[src/rtl/eep_pkg.sv]
package eep_pkg;
    typedef enum logic [1:0] {
        ST_IDLE   = 2'd0,
        ST_GATHER = 2'd1,
        ST_PROG   = 2'd2
    } eep_state_e;

    localparam int CTL_W     = 8;
    localparam int CTL_EN    = 0;
    localparam int CTL_BUSY  = 1;
    localparam int CTL_OFF   = 2;
    localparam int CTL_PMODE = 3;
    localparam int CTL_START = 6;
endpackage

[src/rtl/eep_ctl_reg.sv]
module eep_ctl_reg
    import eep_pkg::*;
(
    input  logic             clk,
    input  logic             rst_n,
    input  logic             wr_take,
    input  logic [CTL_W-1:0] wdata,
    input  logic             busy,
    output logic             en_q,
    output logic             off_q,
    output logic             pmode_q,
    output logic [CTL_W-1:0] rdata
);
    always_ff @(posedge clk or negedge rst_n) begin
        if (!rst_n) begin
            en_q    <= 1'b0;
            off_q   <= 1'b1;
            pmode_q <= 1'b0;
        end else if (wr_take) begin
            en_q    <= wdata[CTL_EN];
            off_q   <= wdata[CTL_OFF];
            pmode_q <= wdata[CTL_PMODE];
        end
    end

    // While a cycle runs only the busy flag is visible.
    always_comb begin
        rdata = '0;
        if (busy) begin
            rdata[CTL_BUSY] = 1'b1;
        end else begin
            rdata[CTL_EN]    = en_q;
            rdata[CTL_OFF]   = off_q;
            rdata[CTL_PMODE] = pmode_q;
        end
    end
endmodule

[src/rtl/eep_row_latch.sv]
module eep_row_latch #(
    parameter int DATA_W    = 8,
    parameter int ROW_BYTES = 8,
    parameter int ROW_W     = 3,
    localparam int LANE_W   = $clog2(ROW_BYTES)
) (
    input  logic                               clk,
    input  logic                               rst_n,
    input  logic                               clr,
    input  logic                               load,
    input  logic [ROW_W-1:0]                   load_row,
    input  logic [LANE_W-1:0]                  load_lane,
    input  logic [DATA_W-1:0]                  load_data,
    output logic [ROW_W-1:0]                   row_q,
    output logic [ROW_BYTES-1:0][DATA_W-1:0]   data_q,
    output logic [ROW_BYTES-1:0]               valid_q,
    output logic                               has_data
);
    logic accept;

    assign has_data = |valid_q;
    assign accept   = load && !clr && (!has_data || (load_row == row_q));

    always_ff @(posedge clk or negedge rst_n) begin
        if (!rst_n) begin
            row_q <= '0;
        end else if (accept && !has_data) begin
            row_q <= load_row;
        end
    end

    for (genvar l = 0; l < ROW_BYTES; l++) begin : g_lane
        always_ff @(posedge clk or negedge rst_n) begin
            if (!rst_n) begin
                valid_q[l] <= 1'b0;
                data_q[l]  <= '0;
            end else if (clr) begin
                valid_q[l] <= 1'b0;
            end else if (accept && (load_lane == LANE_W'(l))) begin
                valid_q[l] <= 1'b1;
                data_q[l]  <= load_data;
            end
        end
    end
endmodule

[src/rtl/eep_array.sv]
module eep_array #(
    parameter int                ADDR_W    = 6,
    parameter int                DATA_W    = 8,
    parameter int                ROW_BYTES = 8,
    parameter logic [DATA_W-1:0] ERASED    = '1,
    localparam int DEPTH  = 1 << ADDR_W,
    localparam int LANE_W = $clog2(ROW_BYTES),
    localparam int ROW_W  = ADDR_W - LANE_W
) (
    input  logic                             clk,
    input  logic                             rst_n,
    input  logic                             commit,
    input  logic [ROW_W-1:0]                 commit_row,
    input  logic [ROW_BYTES-1:0][DATA_W-1:0] commit_data,
    input  logic [ROW_BYTES-1:0]             commit_valid,
    input  logic [ADDR_W-1:0]                rd_addr,
    output logic [DATA_W-1:0]                rd_data
);
    logic [DATA_W-1:0] cells [DEPTH];

    for (genvar g = 0; g < DEPTH; g++) begin : g_cell
        localparam int ROW  = g / ROW_BYTES;
        localparam int LANE = g % ROW_BYTES;
        logic [DATA_W-1:0] cell_q;

        always_ff @(posedge clk or negedge rst_n) begin
            if (!rst_n) begin
                cell_q <= ERASED;
            end else if (commit && (commit_row == ROW_W'(ROW)) && commit_valid[LANE]) begin
                cell_q <= commit_data[LANE];
            end
        end
        assign cells[g] = cell_q;
    end

    assign rd_data = cells[rd_addr];
endmodule

[src/rtl/eep_page_ctrl.sv]
module eep_page_ctrl
    import eep_pkg::*;
#(
    parameter int                ADDR_W      = 6,
    parameter int                DATA_W      = 8,
    parameter int                ROW_BYTES   = 8,
    parameter int                PROG_CYCLES = 16,
    parameter logic [DATA_W-1:0] ERASED      = '1
) (
    input  logic              clk,
    input  logic              rst_n,
    input  logic [ADDR_W-1:0] bus_addr,
    input  logic [DATA_W-1:0] bus_wdata,
    input  logic              bus_rd,
    input  logic              bus_wr,
    output logic [DATA_W-1:0] bus_rdata,
    input  logic              bank_sel,
    input  logic              ctl_wr,
    input  logic [CTL_W-1:0]  ctl_wdata,
    output logic [CTL_W-1:0]  ctl_rdata,
    output logic              busy
);
    localparam int LANE_W = $clog2(ROW_BYTES);
    localparam int ROW_W  = ADDR_W - LANE_W;
    localparam int CNT_W  = $clog2(PROG_CYCLES + 1);

    eep_state_e state_q, state_d;
    logic [CNT_W-1:0] cnt_q;

    logic en_q, off_q, pmode_q;
    logic access_ok, rd_ok, wr_ok, ctl_take;
    logic byte_go, par_store, start_go, abandon, cnt_done, commit;
    logic latch_load, latch_clr;
    logic [ROW_W-1:0]                 addr_row, row_q;
    logic [LANE_W-1:0]                addr_lane;
    logic [ROW_BYTES-1:0][DATA_W-1:0] row_data;
    logic [ROW_BYTES-1:0]             row_valid;
    logic                             row_has;
    logic [DATA_W-1:0]                arr_rd;

    assign busy      = (state_q == ST_PROG);
    assign access_ok = bank_sel && !off_q && !busy;
    assign rd_ok     = bus_rd && access_ok;
    assign wr_ok     = bus_wr && access_ok;
    assign ctl_take  = ctl_wr && !busy;
    assign addr_row  = bus_addr[ADDR_W-1:LANE_W];
    assign addr_lane = bus_addr[LANE_W-1:0];
    assign cnt_done  = (cnt_q == '0);

    // Named transition conditions
    assign byte_go   = wr_ok && !pmode_q && en_q && (state_q == ST_IDLE);
    assign par_store = wr_ok && pmode_q && (state_q != ST_PROG);
    assign start_go  = ctl_take && (state_q == ST_GATHER) && row_has
                       && ctl_wdata[CTL_START] && ctl_wdata[CTL_EN] && ctl_wdata[CTL_PMODE];
    assign abandon   = ctl_take && (state_q == ST_GATHER) && !ctl_wdata[CTL_PMODE];
    assign commit    = busy && cnt_done;

    // State register
    always_ff @(posedge clk or negedge rst_n) begin
        if (!rst_n) begin
            state_q <= ST_IDLE;
        end else begin
            state_q <= state_d;
        end
    end

    // Next state
    always_comb begin
        state_d = state_q;
        unique case (state_q)
            ST_IDLE: begin
                if (byte_go)        state_d = ST_PROG;    // byte launch
                else if (par_store) state_d = ST_GATHER;  // first gather
            end
            ST_GATHER: begin
                if (abandon)        state_d = ST_IDLE;    // abandon
                else if (start_go)  state_d = ST_PROG;    // row start
            end
            ST_PROG: begin
                if (cnt_done)       state_d = ST_IDLE;    // cycle done
            end
            default:                state_d = ST_IDLE;
        endcase
    end

    // Outputs of the machine
    always_comb begin
        latch_load = byte_go || par_store;
        latch_clr  = commit || abandon;
    end

    always_ff @(posedge clk or negedge rst_n) begin
        if (!rst_n) begin
            cnt_q <= '0;
        end else if ((state_d == ST_PROG) && (state_q != ST_PROG)) begin
            cnt_q <= CNT_W'(PROG_CYCLES - 1);
        end else if (busy && !cnt_done) begin
            cnt_q <= cnt_q - 1'b1;
        end
    end

    always_ff @(posedge clk or negedge rst_n) begin
        if (!rst_n) begin
            bus_rdata <= '0;
        end else begin
            bus_rdata <= rd_ok ? arr_rd : '0;
        end
    end

    eep_ctl_reg u_ctl (
        .clk     (clk),
        .rst_n   (rst_n),
        .wr_take (ctl_take),
        .wdata   (ctl_wdata),
        .busy    (busy),
        .en_q    (en_q),
        .off_q   (off_q),
        .pmode_q (pmode_q),
        .rdata   (ctl_rdata)
    );

    eep_row_latch #(
        .DATA_W    (DATA_W),
        .ROW_BYTES (ROW_BYTES),
        .ROW_W     (ROW_W)
    ) u_latch (
        .clk       (clk),
        .rst_n     (rst_n),
        .clr       (latch_clr),
        .load      (latch_load),
        .load_row  (addr_row),
        .load_lane (addr_lane),
        .load_data (bus_wdata),
        .row_q     (row_q),
        .data_q    (row_data),
        .valid_q   (row_valid),
        .has_data  (row_has)
    );

    eep_array #(
        .ADDR_W    (ADDR_W),
        .DATA_W    (DATA_W),
        .ROW_BYTES (ROW_BYTES),
        .ERASED    (ERASED)
    ) u_array (
        .clk          (clk),
        .rst_n        (rst_n),
        .commit       (commit),
        .commit_row   (row_q),
        .commit_data  (row_data),
        .commit_valid (row_valid),
        .rd_addr      (bus_addr),
        .rd_data      (arr_rd)
    );
endmodule

[config.mk]
export PLATFORM = sky130hd
export DESIGN_NAME = eep_page_ctrl
export DESIGN_NICKNAME = d
export VERILOG_FILES = /design/src/rtl/eep_pkg.sv /design/src/rtl/eep_ctl_reg.sv /design/src/rtl/eep_row_latch.sv /design/src/rtl/eep_array.sv /design/src/rtl/eep_page_ctrl.sv
export SDC_FILE = /design/constraint.sdc
export NUM_CORES = 1
export LEC_CHECK = 0
export CORE_MARGIN = 5
export CORE_UTILIZATION = 25
export CTS_CLUSTER_DIAMETER = 150
export DETAILED_ROUTE_END_ITERATION = 10
export GPL_TIMING_DRIVEN = 0
export PLACE_DENSITY = 0.45
export SYNTH_ARGS = -nofsm -noshare
export SYNTH_HDL_FRONTEND = slang
export SYNTH_SLANG_ARGS = --single-unit
[constraint.sdc]
create_clock -name clk -period 4.6 [get_ports clk]
set_input_delay 0.46 -clock clk [delete_from_list [all_inputs] [get_ports clk]]
set_output_delay 0.46 -clock clk [all_outputs]
set_load 0.05 [all_outputs]
# Yosys cells after proc, flatten, opt, wreduce, memory -nomap -nowiden
# Index checks and enable logic that the tools add are counted.
# W data, S select, Z words.
# word_totals
word_cells	275
in_bits	28
ff_bits	605
out_inout_bits	17
# classes
eq_ne	19
n_addsub	1
bitwise_logic	2
mux	31
n_lt_le_gt_ge	1
reduce_logical	134
# op_table
op	count
$logic_and A1 B1 Y1	102
$bmux W8 S6	1
$eq A3 B3 Y1 const B	8
$mux W8	3
$mux W1	18
$reduce_bool A2 Y1	9
$reduce_and A2 Y1	8
$eq A3 B2 Y1 const B	4
$mux W2	6
$mux W5	2
$reduce_or A8 Y1	1
$ge A7 B7 Y1 const B	1
$logic_not A1 Y1	7
$not A6 Y7	1
$eq A3 B1 Y1 const B	2
$logic_not A3 Y1	2
$pmux W2 S3	1
$logic_not A5 Y1	1
$sub A5 B1 Y5 const B	1
$eq A2 B2 Y1 const B	2
$eq A3 B3 Y1	1
$logic_or A1 B1 Y1	3
$eq A2 B1 Y1 const B	1
$logic_not A2 Y1	1
other kinds (2)	2

# Logic depth before layout (Yosys ltp)
# depth
word_depth	14
mapped_depth	9
mapped_depth_nobuf	7

# Modules after synthesis
# Synthesis repeated with hierarchy kept, for this count alone.
# hier_totals
cells_unflattened	1682
area_unflattened_um2	27609.0
# modules_own_cells
mod	seq_area_each_um2	cells_per_inst	area_per_inst_um2	instances
eep_array	13452.9	1416	23785.3	1
eep_row_latch	1876.8	188	2971.6	1
eep_page_ctrl	375.4	63	681.9	1
eep_ctl_reg	76.3	15	170.2	1

# Worst setup path after synthesis
# Ideal clock, no wire load.
# synth_path
path_kind	input -> register
start	in bus_addr[1]
end	reg bus_rdata[6]
t_arrival_ps	2229
slack_ps	2239
path_buffers	4
path_stages	9
setup_ps	132
required_time_ps	4468
path_cell_list	buf_2 > buf_2 > buf_2 > buf_2 > mux4_2 > a22oi_1 > nor3_1 > a211oi_1 > nand4_1
# synth_via
elab_chain_cells	5
# synth_lines
item	line	source
from (decl)	eep_page_ctrl.sv:12	input logic [ADDR_W-1:0] bus_addr,
$not A6 Y7 (implied by the code)	eep_array.sv:36	assign rd_data = cells[rd_addr];
$bmux W8 S6	eep_array.sv:36	
$mux W8 (implied by the code) (2 in a row)	eep_array.sv:36	
$mux W8	eep_page_ctrl.sv:106	bus_rdata <= rd_ok ? arr_rd : '0;
to (signal assigned)	eep_page_ctrl.sv:106	
to (decl)	eep_page_ctrl.sv:16	output logic [DATA_W-1:0] bus_rdata,
# No other way between the ends. The select of a mux whose other input is x is not followed.
# A chain may end at the register's enable or synchronous reset.

# Worst setup path after layout
# layout_path
start	in bus_addr[4]
end	reg bus_rdata[5]
# Same word-level chain as after synthesis.

==> summary.md <==
| Metric | Value |
|---|---|
| Status | completed |
| Final GP Congestion | 0.8579 |
| Worst-path clk slew | 0.06 ns |
| Class of the worst hold path | input port to asynchronous set/reset pin |
| Post-DP HPWL | 67420 um |
| Main synth FF type | dfstp_2 |
| Post-Syn Instances | 1724 |
| First-pass DRT Iterations | 6 |
| Critical Path Fanout Max | 10 |
| Clock latency at the later pin of the worst-skew pair | 0.60 ns |
| Fin util | between 20 and 30% |
| Worst setup EP type | flip-flop |
| H-tree levels | 3 |
| Wire length per cell | about 30 um |
| Root buffer selected by CTS | clkbuf_16 |
| Number of global-route vias before repair | 17790 |
| Avg Cell Area, Syn | 16.06 um2 |
| Initial Util | 25.08% |
| R2R cell count | 7 |
| Post-synth EDFFs | 0 |
| Clk pwr share | 41.9% |
| DP Area | ~30000 um2 |
| Seq/Total Area, Yosys | 57.01% |
| Yosys warnings | 0 |
| Area growth from synthesis to layout | 16.71% |
| Critical Path Source Type | input port |
| Pwr/cell area | 407.6 nW/um2 |
| Final Max Tran Viols | 0 |
| DRC violations left | 0 |
| Final period util | 84.55% |
| Vias | 16490 |
| # IOs | 45 |
| Min Clock Period, post-route | ~3.9 ns |
| Routed vias/inst | ~4.9 |
| Crit path DAT | roughly 4.3 ns |
| Max Clock Skew | 0.01891 ns |
| Fin. Hold Viols | 0 |
| CP required | 5.02 ns |
| Num CTS Buffers | approximately 70 |
| Share of layout cells above drive strength 1 | 74.84% |
| Async set-reset flop share out of synthesis | between 90% and 100% |
| Psw | 3.796 mW |
| Endpoints failing setup | 0 |
| IO buf count | 33 |
| Ant. Diodes | 0 |
| Die Wd | 342.7 um |
| CTS Sinks | about 610 |
| GRT overflow | 0 |
| DRT Wirelength | 99230 um |
| Critical R2R Capture | u_array.g_cell[57].cell_q[4] |
| First-pass GRT wire length | ~140000 um |
| Cell variety after synth | 64 |
| Tightest Pin Transition | 1.316 ns |
| Register area | around 16000 um2 |
| Yosys reg bits | roughly 600 |
| Die Height | 342.7 um |
| Area of the mapped netlist | about 28000 um2 |
| NumNets Final | around 1900 |
| Switch share | about 29% |
| R2r setup slk | 1.19 ns |
| Post-CTS Setup Bufs | 0 |
| Clock buffer depth | 3 |
| Maxcap violations | 0 |
| Initial antenna violation count | 4 |
| Final instance area | 32300 um2 |
| Highest clock rate | 257.1 MHz |
| Post-route ant nets | 0 |
| Core outline area | 110400 um2 |
| Pre-CTS WS | 0.1650 ns |
| Die area | approximately 120000 um2 |
| Overall Global Routing Usage | 16.87% |
| Initial DRC count | a little over 1000 |
| Worst r2r src | cnt_q[0] |
| Multi-input logic area | 11570 um2 |
| Worst Setup Path Type | input port to flip-flop |
| CTS tree | built |
| Fill count | 10890 |
| Int Pwr | 9.371 mW |
| # rows | around 120 |
| Peak VDD IR | 170.6 uV |
| Leakage power | 13.16 nW |
| Setup slack after layout | 0.7109 ns |
| Slew headroom | 12.25% |
| RSZ-0062 raised after global routing | no |
| Sequential power share | 48.0% |
| Largest net degree at the start of global routing | 133 |
| Combinational Power Share | 10.1% |
## Yosys cell counts (3+ instances only)
cell	count	area [um2]
nand2_1	89	334.1
dfstp_2	513	13480
a22oi_1	4	30.03
mux2_1	5	56.30
or3_1	3	18.77
a311oi_1	3	26.28
inv_1	3	11.26
nand3_1	18	90.09
and2_1	5	31.28
and3_1	3	18.77
nor4_1	4	25.02
dfrtp_1	92	2302
nor2_1	17	63.81
clkbuf_1	22	82.58
mux4_2	116	2613
nand2_4	8	90.09
buf_1	7	26.28
a21oi_1	3	15.01
a2111oi_0	3	26.28
mux2_2	598	6734
nand4_1	8	50.05
o221ai_1	5	43.79
o21ai_0	6	30.03
nor2b_1	14	87.58
nand2_2	12	75.07
nor3b_1	4	30.03
nand2b_1	9	56.30
mux2i_1	41	410.4
a211oi_1	6	45.04
xnor2_1	4	35.03
buf_4	7	52.55
o22ai_1	13	81.33
buf_2	32	160.2
nor3_1	7	35.03
## state kept, by name, indices dropped and copies added (netlist names)
register               flops
bus_rdata                  8
cnt_q                      5
state_q                    2
u_array.g_cell.cell_q    512
u_ctl.en_q                 1
u_ctl.off_q                1
u_ctl.pmode_q              1
u_latch.data_q            64
u_latch.row_q              3
u_latch.valid_q            8
## placed cells by master, fill, tap and decap left out, types with 6 or more instances in the layout
master,Yosys,final
clkbuf_1,22,35
a211oi_1,6,6
clkbuf_16,0,73
mux2i_1,41,41
dfstp_2,513,513
clkdlybuf4s50_1,0,32
nand3_1,18,18
o22ai_1,13,13
nor2b_1,14,14
nand2_2,12,12
clkbuf_8,0,21
clkinv_2,0,10
nand2_4,8,8
buf_2,32,32
mux4_2,116,116
nand2_1,89,89
buf_1,7,7
nor2_1,17,17
dfrtp_1,92,92
nand4_1,8,8
nor3_1,7,7
mux2_2,598,598
o21ai_0,6,6
nand2b_1,9,9
buf_4,7,7
## metal layers
layer | vias up | share of wire, % | track usage [%]
met5 | - | 0.013 | 0
met4 | 2 | 3.0 | 5.577
met3 | 151 | 5.5 | 3.234
met2 | 479 | 47 | 27.24
met1 | 9142 | 44 | 22.86
li1 | 6719 | - | -
## repair_timing
| item | in CTS | in global routing |
|---|---|---|
| resized for setup | 0 | 0 |
| hold buffers | 1 | 0 |
| endpoints found under the hold margin | 19 | 0 |
## through the flow
step / setup TNS, ns / total power [mW] / hold WS (ns) / std cells
5_1_grt: 0 / 13.70 / 0.4806 / 3376
6_report: 0 / 13.17 / 0.4230 / 3376
3_5_place_dp: 0 / 7.749 / 0.4797 / 3253
4_1_cts: 0 / 13.37 / 0.4405 / 3376
3_3_place_gp: -9684.16 / 7.673 / 0.4811 / 3248
2_1_floorplan: 0 / 6.816 / 0.1644 / 1727
## critical path: stages
cell	delay, ns
buf_2	0.37
buf_1	0.47
buf_1	0.93
buf_2	0.67
mux2i_1	0.56
o22ai_1	0.13
a311oi_1	0.43
nand4_1	0.25
## power groups by stage
| stage | Sequential [mW] | Clock [mW] | Combinational (mW) |
|---|---|---|---|
| detailed placement | 6.41 | 0 | 1.34 |
| global route | 6.37 | 5.90 | 1.43 |
| CTS | 6.33 | 5.69 | 1.34 |
| finish | 6.31 | 5.52 | 1.33 |
| global placement | 6.38 | 0 | 1.29 |
| floorplan | 5.98 | 0 | 0.838 |
## worst max path at each step
stage	from	endpoint	slack, ns	depth (start not counted)
after floorplan	bus_addr[1]	bus_rdata[6]	2.24	9
after global placement	rst_n	u_latch.data_q[27]	-22.67	1
after detailed placement	bus_addr[4]	bus_rdata[5]	0.16	8
after CTS	bus_addr[4]	bus_rdata[5]	0.79	8
after global routing	bus_addr[4]	bus_rdata[5]	0.76	8
final	bus_addr[4]	bus_rdata[5]	0.71	8
## kinds of logic (layout without fill, tap and decap cells)
| kind of cell | after synthesis | after routing | synth area share (%) |
|---|---|---|---|
| XOR/XNOR | 6 | 6 | 0.1898 |
| adder cells (fa/ha/maj) | 1 | 1 | 0.04519 |
| AND/OR/NAND/NOR | 215 | 215 | 4.235 |
| multiplexers | 760 | 760 | 35.45 |
| other | 1 | 4 | 0.01355 |
| buffers and inverters | 73 | 234 | 1.230 |
| AO/OA/AOI/OAI | 63 | 63 | 1.822 |
| flip-flops | 605 | 605 | 57.01 |
## cell type report
cell class,count,share of cell area (%)
flip-flops and latches,605,48.85
well taps,1488,5.763
clock inverters,12,0.2750
inverters,5,0.05810
clock buffers,110,6.735
plain buffers,68,1.007
multi-input cells,1049,35.81
repair buffers,39,1.495
No activity file was read; power rests on OpenSTA's default activity.
